<file path="src/rtl/pcm_port_pkg.sv">
package pcm_port_pkg;

  typedef enum logic [1:0] {
    TX_IDLE  = 2'd0,
    TX_ARMED = 2'd1,
    TX_SHIFT = 2'd2,
    TX_TAIL  = 2'd3
  } tx_state_e;

  typedef enum logic {
    RX_IDLE    = 1'b0,
    RX_CAPTURE = 1'b1
  } rx_state_e;

  // Positions of the sampled pins inside the synchronizer vector
  localparam int unsigned PIN_BCLK = 0;
  localparam int unsigned PIN_FSX  = 1;
  localparam int unsigned PIN_FSR  = 2;
  localparam int unsigned PIN_DIN  = 3;
  localparam int unsigned PIN_CNT  = 4;
  localparam int unsigned EDGE_CNT = 2;

endpackage

</file>
<file path="src/rtl/pcm_edge_sync.sv">
module pcm_edge_sync #(
  parameter int unsigned W      = 4,
  parameter int unsigned E      = 2,
  parameter int unsigned STAGES = 2
) (
  input  logic         clk,
  input  logic         rst_n,
  input  logic [W-1:0] async_in,
  output logic [W-1:0] lvl,
  output logic [E-1:0] rise,
  output logic [E-1:0] fall
);

  logic [STAGES-1:0][W-1:0] chain_q;
  logic [E-1:0]             prev_q;

  // All pins share one pipeline so their relative order is kept
  always_ff @(posedge clk or negedge rst_n) begin
    if (!rst_n) begin
      chain_q <= '0;
      prev_q  <= '0;
    end else begin
      chain_q[0] <= async_in;
      for (int s = 1; s < STAGES; s++) begin
        chain_q[s] <= chain_q[s-1];
      end
      prev_q <= chain_q[STAGES-1][E-1:0];
    end
  end

  assign lvl = chain_q[STAGES-1];

  genvar i;
  generate
    for (i = 0; i < E; i++) begin : g_edge
      assign rise[i] = lvl[i] & ~prev_q[i];
      assign fall[i] = ~lvl[i] & prev_q[i];
    end
  endgenerate

endmodule

</file>
<file path="src/rtl/pcm_frame_detect.sv">
module pcm_frame_detect #(
  parameter int unsigned LONG_MIN = 3
) (
  input  logic clk,
  input  logic rst_n,
  input  logic b_fall,
  input  logic fx_lvl,
  input  logic fx_rise,
  input  logic fx_fall,
  output logic long_mode
);

  localparam int unsigned CNT_W = $clog2(LONG_MIN + 1);

  logic [CNT_W-1:0] cnt_q, cnt_d;
  logic             mode_q, mode_d;

  always_comb begin
    cnt_d  = cnt_q;
    mode_d = mode_q;
    if (fx_rise) begin
      cnt_d = b_fall ? CNT_W'(1) : '0;
    end else if (fx_lvl && b_fall && (cnt_q < CNT_W'(LONG_MIN))) begin
      cnt_d = cnt_q + CNT_W'(1);
    end
    if (fx_fall) begin
      mode_d = (cnt_q >= CNT_W'(LONG_MIN));
    end
  end

  always_ff @(posedge clk or negedge rst_n) begin
    if (!rst_n) begin
      cnt_q  <= '0;
      mode_q <= 1'b0;
    end else begin
      cnt_q  <= cnt_d;
      mode_q <= mode_d;
    end
  end

  assign long_mode = mode_q;

  // the mode only changes right after the transmit sync ends
  p_mode_on_sync_end_r8: assert property (@(posedge clk) disable iff (!rst_n)
    !$stable(mode_q) |-> $past(fx_fall));

endmodule

</file>
<file path="src/rtl/pcm_tx_ser.sv">
module pcm_tx_ser
  import pcm_port_pkg::*;
#(
  parameter int unsigned BITS = 8
) (
  input  logic            clk,
  input  logic            rst_n,
  input  logic            long_mode,
  input  logic            b_lvl,
  input  logic            b_rise,
  input  logic            b_fall,
  input  logic            fx_lvl,
  input  logic            fx_rise,
  input  logic            load,
  input  logic [BITS-1:0] load_data,
  output logic            dx,
  output logic            dx_oe
);

  localparam int unsigned CNT_W = $clog2(BITS + 1);

  tx_state_e        state_q, state_d;
  logic [BITS-1:0]  hold_q, hold_d;
  logic [BITS-1:0]  sh_q, sh_d;
  logic [CNT_W-1:0] cnt_q, cnt_d;
  logic             start;

  always_comb begin
    state_d = state_q;
    sh_d    = sh_q;
    cnt_d   = cnt_q;
    hold_d  = load ? load_data : hold_q;
    start   = 1'b0;
    unique case (state_q)
      TX_IDLE: begin
        if (long_mode) begin
          if (fx_rise) begin
            if (b_lvl) start = 1'b1;
            else       state_d = TX_ARMED;
          end
        end else if (b_fall && fx_lvl) begin
          state_d = TX_ARMED;
        end
      end
      TX_ARMED: begin
        if (b_rise) start = 1'b1;
      end
      TX_SHIFT: begin
        if (b_rise && (cnt_q != CNT_W'(BITS))) begin
          sh_d  = {sh_q[BITS-2:0], 1'b0};
          cnt_d = cnt_q + CNT_W'(1);
        end else if (b_fall && (cnt_q == CNT_W'(BITS))) begin
          state_d = (long_mode && fx_lvl) ? TX_TAIL : TX_IDLE;
        end
      end
      TX_TAIL: begin
        if (!fx_lvl) state_d = TX_IDLE;
      end
      default: state_d = TX_IDLE;
    endcase
    if (start) begin
      state_d = TX_SHIFT;
      sh_d    = hold_q;
      cnt_d   = CNT_W'(1);
    end
  end

  always_ff @(posedge clk or negedge rst_n) begin
    if (!rst_n) begin
      state_q <= TX_IDLE;
      hold_q  <= '0;
      sh_q    <= '0;
      cnt_q   <= '0;
    end else begin
      state_q <= state_d;
      hold_q  <= hold_d;
      sh_q    <= sh_d;
      cnt_q   <= cnt_d;
    end
  end

  assign dx    = sh_q[BITS-1];
  assign dx_oe = (state_q == TX_SHIFT) || (state_q == TX_TAIL);

  // the driver only turns on after a bit-clock or sync rising edge
  p_oe_on_edge_r4: assert property (@(posedge clk) disable iff (!rst_n)
    $rose(dx_oe) |-> $past(b_rise || fx_rise));

  // while driven, data moves only after a rising bit-clock edge
  p_dx_moves_on_rise_r3: assert property (@(posedge clk) disable iff (!rst_n)
    (dx_oe && $past(dx_oe) && !$stable(dx)) |-> $past(b_rise));

  // holding the driver past the last bit happens only in long mode
  p_tail_long_only_r5: assert property (@(posedge clk) disable iff (!rst_n)
    (state_q == TX_TAIL) |-> (long_mode && $past(fx_lvl)));

endmodule

</file>
<file path="src/rtl/pcm_rx_deser.sv">
module pcm_rx_deser
  import pcm_port_pkg::*;
#(
  parameter int unsigned BITS = 8
) (
  input  logic            clk,
  input  logic            rst_n,
  input  logic            long_mode,
  input  logic            b_fall,
  input  logic            fr_lvl,
  input  logic            d_lvl,
  output logic [BITS-1:0] rx_byte,
  output logic            rx_valid
);

  localparam int unsigned CNT_W = $clog2(BITS + 1);

  rx_state_e        state_q, state_d;
  logic [BITS-1:0]  sh_q, sh_d;
  logic [BITS-1:0]  byte_q, byte_d;
  logic [CNT_W-1:0] cnt_q, cnt_d;
  logic             valid_q, valid_d;
  logic             fr_prev_q;
  logic             fr_rise;
  logic             arm;

  assign fr_rise = fr_lvl & ~fr_prev_q;
  assign arm     = long_mode ? fr_rise : (b_fall && fr_lvl);

  always_comb begin
    state_d = state_q;
    sh_d    = sh_q;
    byte_d  = byte_q;
    cnt_d   = cnt_q;
    valid_d = 1'b0;
    unique case (state_q)
      RX_IDLE: begin
        if (arm) begin
          state_d = RX_CAPTURE;
          cnt_d   = '0;
        end
      end
      RX_CAPTURE: begin
        if (b_fall) begin
          sh_d  = {sh_q[BITS-2:0], d_lvl};
          cnt_d = cnt_q + CNT_W'(1);
          if (cnt_q == CNT_W'(BITS - 1)) begin
            byte_d  = {sh_q[BITS-2:0], d_lvl};
            valid_d = 1'b1;
            state_d = RX_IDLE;
          end
        end
      end
      default: state_d = RX_IDLE;
    endcase
  end

  always_ff @(posedge clk or negedge rst_n) begin
    if (!rst_n) begin
      state_q   <= RX_IDLE;
      sh_q      <= '0;
      byte_q    <= '0;
      cnt_q     <= '0;
      valid_q   <= 1'b0;
      fr_prev_q <= 1'b0;
    end else begin
      state_q   <= state_d;
      sh_q      <= sh_d;
      byte_q    <= byte_d;
      cnt_q     <= cnt_d;
      valid_q   <= valid_d;
      fr_prev_q <= fr_lvl;
    end
  end

  assign rx_byte  = byte_q;
  assign rx_valid = valid_q;

  // the strobe lasts exactly one cycle
  p_valid_single_r10: assert property (@(posedge clk) disable iff (!rst_n)
    rx_valid |=> !rx_valid);

  // the presented byte only changes together with the strobe
  p_byte_hold_r10: assert property (@(posedge clk) disable iff (!rst_n)
    !$stable(rx_byte) |-> rx_valid);

  // a byte is completed only on a falling bit-clock edge
  p_valid_after_fall_r6: assert property (@(posedge clk) disable iff (!rst_n)
    $rose(rx_valid) |-> $past(b_fall));

endmodule

</file>
<file path="src/rtl/pcm_serial_port.sv">
module pcm_serial_port
  import pcm_port_pkg::*;
#(
  parameter int unsigned BITS        = 8,
  parameter int unsigned SYNC_STAGES = 2,
  parameter int unsigned LONG_MIN    = 3
) (
  input  logic            clk,
  input  logic            rst_n,
  input  logic            bclk,
  input  logic            fsx,
  input  logic            fsr,
  input  logic            din,
  input  logic [BITS-1:0] tx_data,
  input  logic            tx_load,
  output logic            dout,
  output logic            dout_oe,
  output logic [BITS-1:0] rx_data,
  output logic            rx_valid
);

  logic [1:0]          rst_q;
  logic                rst_ni;
  logic [PIN_CNT-1:0]  pins;
  logic [PIN_CNT-1:0]  lvl;
  logic [EDGE_CNT-1:0] rise;
  logic [EDGE_CNT-1:0] fall;
  logic                long_mode;

  // Reset asserts at once and releases on a clock edge
  always_ff @(posedge clk or negedge rst_n) begin
    if (!rst_n) rst_q <= 2'b00;
    else        rst_q <= {rst_q[0], 1'b1};
  end
  assign rst_ni = rst_q[1];

  always_comb begin
    pins           = '0;
    pins[PIN_BCLK] = bclk;
    pins[PIN_FSX]  = fsx;
    pins[PIN_FSR]  = fsr;
    pins[PIN_DIN]  = din;
  end

  pcm_edge_sync #(
    .W      (PIN_CNT),
    .E      (EDGE_CNT),
    .STAGES (SYNC_STAGES)
  ) u_sync (
    .clk      (clk),
    .rst_n    (rst_ni),
    .async_in (pins),
    .lvl      (lvl),
    .rise     (rise),
    .fall     (fall)
  );

  pcm_frame_detect #(
    .LONG_MIN (LONG_MIN)
  ) u_detect (
    .clk       (clk),
    .rst_n     (rst_ni),
    .b_fall    (fall[PIN_BCLK]),
    .fx_lvl    (lvl[PIN_FSX]),
    .fx_rise   (rise[PIN_FSX]),
    .fx_fall   (fall[PIN_FSX]),
    .long_mode (long_mode)
  );

  pcm_tx_ser #(
    .BITS (BITS)
  ) u_tx (
    .clk       (clk),
    .rst_n     (rst_ni),
    .long_mode (long_mode),
    .b_lvl     (lvl[PIN_BCLK]),
    .b_rise    (rise[PIN_BCLK]),
    .b_fall    (fall[PIN_BCLK]),
    .fx_lvl    (lvl[PIN_FSX]),
    .fx_rise   (rise[PIN_FSX]),
    .load      (tx_load),
    .load_data (tx_data),
    .dx        (dout),
    .dx_oe     (dout_oe)
  );

  pcm_rx_deser #(
    .BITS (BITS)
  ) u_rx (
    .clk       (clk),
    .rst_n     (rst_ni),
    .long_mode (long_mode),
    .b_fall    (fall[PIN_BCLK]),
    .fr_lvl    (lvl[PIN_FSR]),
    .d_lvl     (lvl[PIN_DIN]),
    .rx_byte   (rx_data),
    .rx_valid  (rx_valid)
  );

  // nothing is driven or strobed while reset is held
  p_quiet_in_reset_r1: assert property (@(posedge clk)
    !rst_ni |-> (!dout_oe && !rx_valid));

endmodule

</file>
<file path="config.mk">
export PLATFORM = sky130hd
export DESIGN_NAME = pcm_serial_port
export DESIGN_NICKNAME = d
export VERILOG_FILES = /design/src/rtl/pcm_port_pkg.sv /design/src/rtl/pcm_edge_sync.sv /design/src/rtl/pcm_frame_detect.sv /design/src/rtl/pcm_tx_ser.sv /design/src/rtl/pcm_rx_deser.sv /design/src/rtl/pcm_serial_port.sv
export SDC_FILE = /design/constraint.sdc
export NUM_CORES = 1
export LEC_CHECK = 0
export CORE_MARGIN = 3
export CORE_UTILIZATION = 44
export CTS_CLUSTER_SIZE = 20
export DETAILED_ROUTE_END_ITERATION = 16
export DONT_BUFFER_PORTS = 1
export PLACE_DENSITY = 0.57
export RECOVER_POWER = 50
export SKIP_LAST_GASP = 1
export SYNTH_ARGS = -nofsm -noshare
export SYNTH_HDL_FRONTEND = slang
export SYNTH_SLANG_ARGS = --single-unit
export TNS_END_PERCENT = 30
</file>
<file path="constraint.sdc">
create_clock -name clk -period 5.65 [get_ports clk]
set_clock_uncertainty 0.2 [all_clocks]
set_input_delay 0.8475 -clock clk [delete_from_list [all_inputs] [get_ports clk]]
set_output_delay 0.8475 -clock clk [all_outputs]
set_load 0.02 [all_outputs]
</file>
-- Word level (Yosys, flattened, before mapping)
Index checks and enable logic that the tools add are counted.
- bits in registers: 59
- latch bits: 0
- bits in writable memories: 0
- ROM bits: 0
- bits of input ports: 15
- output and inout port bits: 11
- word-level logic and storage cells: 98
- memories: 0
- add/sub/neg operators: 3
- multipliers: 0
- div/mod/pow operators: 0
- order comparisons: 2
- eq/ne operators: 14
- shift-type cells: 0
- muxes and demuxes: 35
- bitwise operators: 11
- reductions and logical operators: 17
- operator list (cell ; number):
    8-bit two-way mux ; 3
    2-bit two-way mux ; 11
    4-bit two-way mux ; 5
    1-bit two-way mux ; 12
    4-bit by 3-bit inequality test with 1-bit output (second input constant) ; 3
    4-bit by 1-bit adder with 4-bit output (second input constant) ; 2
    4-bit one-hot mux with 2 select lines ; 1
    7-bit AND reduction ; 1
    1-bit logical AND ; 6
    3-bit by 2-bit inequality test with 1-bit output (second input constant) ; 2
    1-bit NOT ; 6
    2-bit one-hot mux with 3 select lines ; 1
    2-bit AND reduction ; 3
    2-bit nonzero test ; 3
    1-bit bitwise AND ; 5
    2-bit == test (second input constant) ; 2
    4-bit by 3-bit == test with 1-bit output (second input constant) ; 1
    4-bit == test (second input constant) ; 1
    2-bit by 1-bit inequality test with 1-bit output (second input constant) ; 2
    4-bit inequality test (second input constant) ; 1
    1-bit one-hot mux with 2 select lines ; 2
    4-bit nonzero test ; 1
    3-bit by 1-bit inequality test with 1-bit output (second input constant) ; 1
    3-bit AND reduction ; 1
    6 further kinds ; 6

-- Depth between registers and ports, before layout
- depth in word-level cells: 7
- gate-level depth with buffers: 6
- depth with buffers taken out: 6

-- By module
Synthesis repeated with hierarchy kept, for this count alone.
- cell total of the unflattened synthesis: 188
- area, all modules: 2493.6 um^2
- modules (own cells, without submodules) (module ; instances ; cells an instance ; area each (um^2) ; seq. area each (um^2)):
    pcm_tx_ser ; 1 ; 94 ; 1086.0 ; 550.5
    pcm_rx_deser ; 1 ; 61 ; 880.8 ; 550.5
    pcm_edge_sync ; 1 ; 18 ; 315.3 ; 250.2
    pcm_frame_detect ; 1 ; 12 ; 157.7 ; 75.1
    pcm_serial_port ; 1 ; 3 ; 53.8 ; 50.0

-- Worst setup path after synthesis
Ideal clock, no wire load.
- kind: flip-flop to flip-flop
- start: reg u_sync.chain_q (netlist bit u_sync.lvl[0])
- end: reg u_rx.byte_q[0], in the netlist u_rx.rx_byte[0]
- arrival time: 1.494 ns
- required time: 5.325 ns
- path slack: 3.831 ns
- stages on the path, launching flop included: 6
- clock period less this slack: 1.819 ns
- cell sequence: dfrtp_1 > and2b_1 > nand3_1 > or3b_1 > buf_6 > mux2_4
- word-level cells in the longest chain between the ends: 3
- RTL lines (element ; RTL line ; text):
    start: declaration ; pcm_edge_sync.sv:14 ; logic [STAGES-1:0][W-1:0] chain_q;
    start signal: indexed assignment ; pcm_edge_sync.sv:25 ; chain_q[s] <= chain_q[s-1];
    1-bit NOT ; pcm_edge_sync.sv:37 ; assign fall[i] = ~lvl[i] & prev_q[i];
    1-bit bitwise AND ; pcm_edge_sync.sv:37 ;
    3-bit AND reduction (no source line) ; - ;
    end signal: assignment ; pcm_rx_deser.sv:69 ; byte_q <= byte_d;
    end: declaration ; pcm_rx_deser.sv:20 ; logic [BITS-1:0] byte_q, byte_d;
No other way between the ends.
A chain may end at the register's enable or synchronous reset.

==> metrics.md <==
| Metric | Value |
|---|---|
| HPWL Detailed | 2.75 mm |
| WHS Path Cells | 0 |
| Cells after Synth | 195 |
| Vias in the first global route | between 1500 and 2000 |
| Syn Std Cell Area | 2470 um^2 |
| Synth top area cells | dfrtp_1, mux2_2, mux2_4 |
| CTS buffer count | 9 |
| Largest family of logic cells by synthesized area | multiplexers |
| Fin crit period | 3.16 ns |
| Largest net degree at the start of global routing | 58 |
| Drt drc | 0 |
| RSZ-0062 raised after global routing | false |
| Area grow syn2layout | 9.03% |
| Vias | approximately 1400 |
| Die Wd | 80.9 um |
| TritonRoute pass-1 iters | 4 |
| Syn Area/Cell | 12.6 um^2 |
| Startpoint types | flip-flop |
| Register area share after synthesis | 59.9% |
| Root buf cell | clkbuf_8 |
| R2R Setup Slk | 2.49 ns |
| Clk slew on worst S/H paths | 0.07 ns |
| Top-count cell post-synth | dfrtp_1 |
| PortBufs | 0 |
| Setup-failing EPs final | 0 |
| Setup TNS | 0 ns |
| Layout cell share with drive strength beyond 1 | 21.3% |
| Initial drt markers | 79 |
| Row count | 26 |
| Share of cell area taken by muxes after synthesis | 14.6% |
| Diodes inserted | 0 |
| WS Path Type | flip-flop to async pin |
| Fillers | roughly 490 |
| Initial Util | a little under half |
| Worst path max stage delay | between 2 and 2.5 ns |
| Measured slew at the worst slew-check pin | 2.92 ns |
| Hold Crit Class | flip-flop to flip-flop |
| Final worst-path cycle share | between 50% and 60% |
| Pwr/cell area | roughly 460 nW/um^2 |
| Longest Clk Path Bufs | 2 |
| GRT Util Overall | 14.1% |
| Slew Limit Fails | 58 |
| Synth Flop Type | dfrtp_1 |
| Crit path launch | rst_q[1]$_DFF_PN0_ |
| #FFs+latches synth | roughly 60 |
| Area occupied by multi-input gates | about 900 um^2 |
| CP arrival | 2.73 ns |
| Warnings, synthesis | 0 |
| Netlist cell types | 44 |
| CTS HTree Levels | 3 |
| Syn_nets | between 200 and 250 |
| Skew-Pair Late Insertion Delay | 0.31 ns |
| Wire per inst | 14.8 um |
| Antenna violations before repair | 0 |
| WL final | 4.01 mm |
| Synth Area in Simple Gates | a little over a tenth |
| Synth cell count leaders | dfrtp_1, mux2_2, nor2_1, o21ai_0 |
| Worst Path Max Fanout | 57 |
| R2r startpoint | rst_q[1]$_DFF_PN0_ |
| Synth async-reset ratio | between 90% and 100% |
| Cell family with most CP delay | buffers and inverters |
| FF+latch area | between 1000 and 1500 um^2 |
| Static leakage | ~1.3 nW |
| Nets@finish | between 200 and 250 |
| TritonCTS clock tree | yes |
| Relative slew margins | -95.0% |
| Hold Vio Cnt, Final | 0 |
| Total of max-cap violations | 1 |
| Failing checks | capacitance limit, slew limit |
| Top-level I/O count | 26 |
| Status | finished, violations left |
| CP bufs+invs | 1 |
| Post-Synth XOR/XNOR Area | 0.710% |
| R2r endpoint | u_rx.cnt_q[2]$_DFFE_PN0P_ |
| Core Region | 5270 um^2 |
| Placer Congestion | approximately 0.71 |
| First-pass GRT wire length | 6.90 mm |
| EDFF count, synth | 0 |
| CP cell instances | clkbuf_1 |
| Critical hold path startpoint | u_sync.chain_q[1]$_DFF_PN0_ |
| PostCTS Resize Cnt | 0 |
| Critical Path Sink Type | async pin |
| Worst r2r path cells | 1 |
| Die Height | 80.9 um |
| Upper clock frequency limit | 0.317 GHz |
| ANT nets after route | 0 |
| Compound-Gate Fraction of Synth Area | 9.23% |
| Area share of fa/ha/maj cells after synthesis | 2.03% |
| Yosys top cell area share | about three fifths |
| Post-Route Utilization | 51.0% |
| Grt ovf | 0 |
| Num Clock Sinks | approximately 60 |
| Peak supply drop | 0.000279 V |
| CP required | 5.23 ns |
| Die ar. | ~6500 um^2 |
| Hold endpoint | u_sync.lvl[1]$_DFF_PN0_ |
| Routed vias/inst | 5.18 |
| Synth area leader | dfrtp_1 |
| Slowest stage cell, crit path | clkbuf_1 |
[power breakdown]
group	total, mW	internal, mW	leakage [nW]	switching (mW)
Combinational	0.235	0.137	0.448	0.0983
Clock	0.323	0.169	0.0851	0.155
Sequential	0.673	0.541	0.717	0.132
[registers in the layout, indices dropped and copies added, names as in the netlist]
signal	count
rst_q	2
u_detect.cnt_q	2
u_detect.long_mode	1
u_rx.cnt_q	4
u_rx.fr_prev_q	1
u_rx.rx_byte	8
u_rx.rx_valid	1
u_rx.sh_q	7
u_rx.state_q	1
u_sync.chain_q	4
u_sync.lvl	4
u_sync.prev_q	2
u_tx.cnt_q	4
u_tx.hold_q	8
u_tx.sh_q	8
u_tx.state_q	2
[per-stage QoR]
step / area, um^2 / hold WS (ns) / instances / power (mW) / setup slack (ns)
2_1_floorplan: 2470 / 0.131 / 195 / 0.863 / 3.69
3_3_place_gp: 2510 / 0.133 / 255 / 0.891 / 3.40
3_5_place_dp: 2510 / 0.140 / 255 / 0.918 / 3.30
4_1_cts: 2690 / 0.156 / 272 / 1.25 / 3.29
5_1_grt: 2690 / 0.163 / 272 / 1.32 / 1.85
6_report: 2690 / 0.151 / 272 / 1.23 / 2.49
[per-layer routing]
layer	routed length, um	vias up	track usage (%)
met4	42	0	6.08
met2	1960	26	22.1
met5	0	-	0
li1	-	687	-
met3	201	4	5.54
met1	1810	691	17.2
[cells by family (layout without fill, tap and decap cells)]
family                     count (synthesis)  after routing
muxes                                     30             30
DFF                                       59             59
adders and majority gates                  4              4
other                                      1              1
buffers and inverters                     17             24
xor gates and xnor gates                   2              2
and+or+nand+nor                           47             47
AOI/OAI and AO/OA                         35             35
[worst max-delay path by stage]
stage / to / depth (start not counted)
floorplan: u_detect.cnt_q[0]$_DFFE_PN0P_ / 0
global placement: u_tx.sh_q[2]$_DFFE_PN0P_ / 4
detailed placement: u_tx.sh_q[2]$_DFFE_PN0P_ / 4
CTS: u_tx.sh_q[2]$_DFFE_PN0P_ / 4
global route: u_tx.sh_q[1]$_DFFE_PN0P_ / 1
finish: u_rx.cnt_q[2]$_DFFE_PN0P_ / 1
[placed cells by master, fill, tap and decap left out, drive strengths merged, types with 2 or more instances in the layout]
master    Yosys  layout
dfrtp        59      59
mux2         23      23
o21ai        12      12
clkbuf        8      12
nor2         11      11
nand2        10      10
a21oi         9       9
nand3         7       7
mux2i         7       7
inv           6       6
nand3b        4       4
ha            4       4
a22o          3       3
clkinv        0       3
nor2b         2       2
xnor2         2       2
and2          2       2
clkinvlp      0       2
a21boi        2       2
[area by class of cell]
class / instances / area share [%]
inverter: 6 / 0.838
multi-input combinational: 119 / 34.1
clock buffer: 11 / 5.26
tap: 70 / 3.26
timing repair buffer: 2 / 0.512
sequential: 59 / 55.0
clock inverter: 5 / 1.12
[timing repair]
| action | CTS | global route |
|---|---|---|
| endpoints found under the setup margin | 0 | 0 |
| endpoints found under the hold margin | 2 | 0 |
| hold buffers | 1 | 0 |
| setup buffers | 0 | 0 |
(Power assumes the default switching activity.)
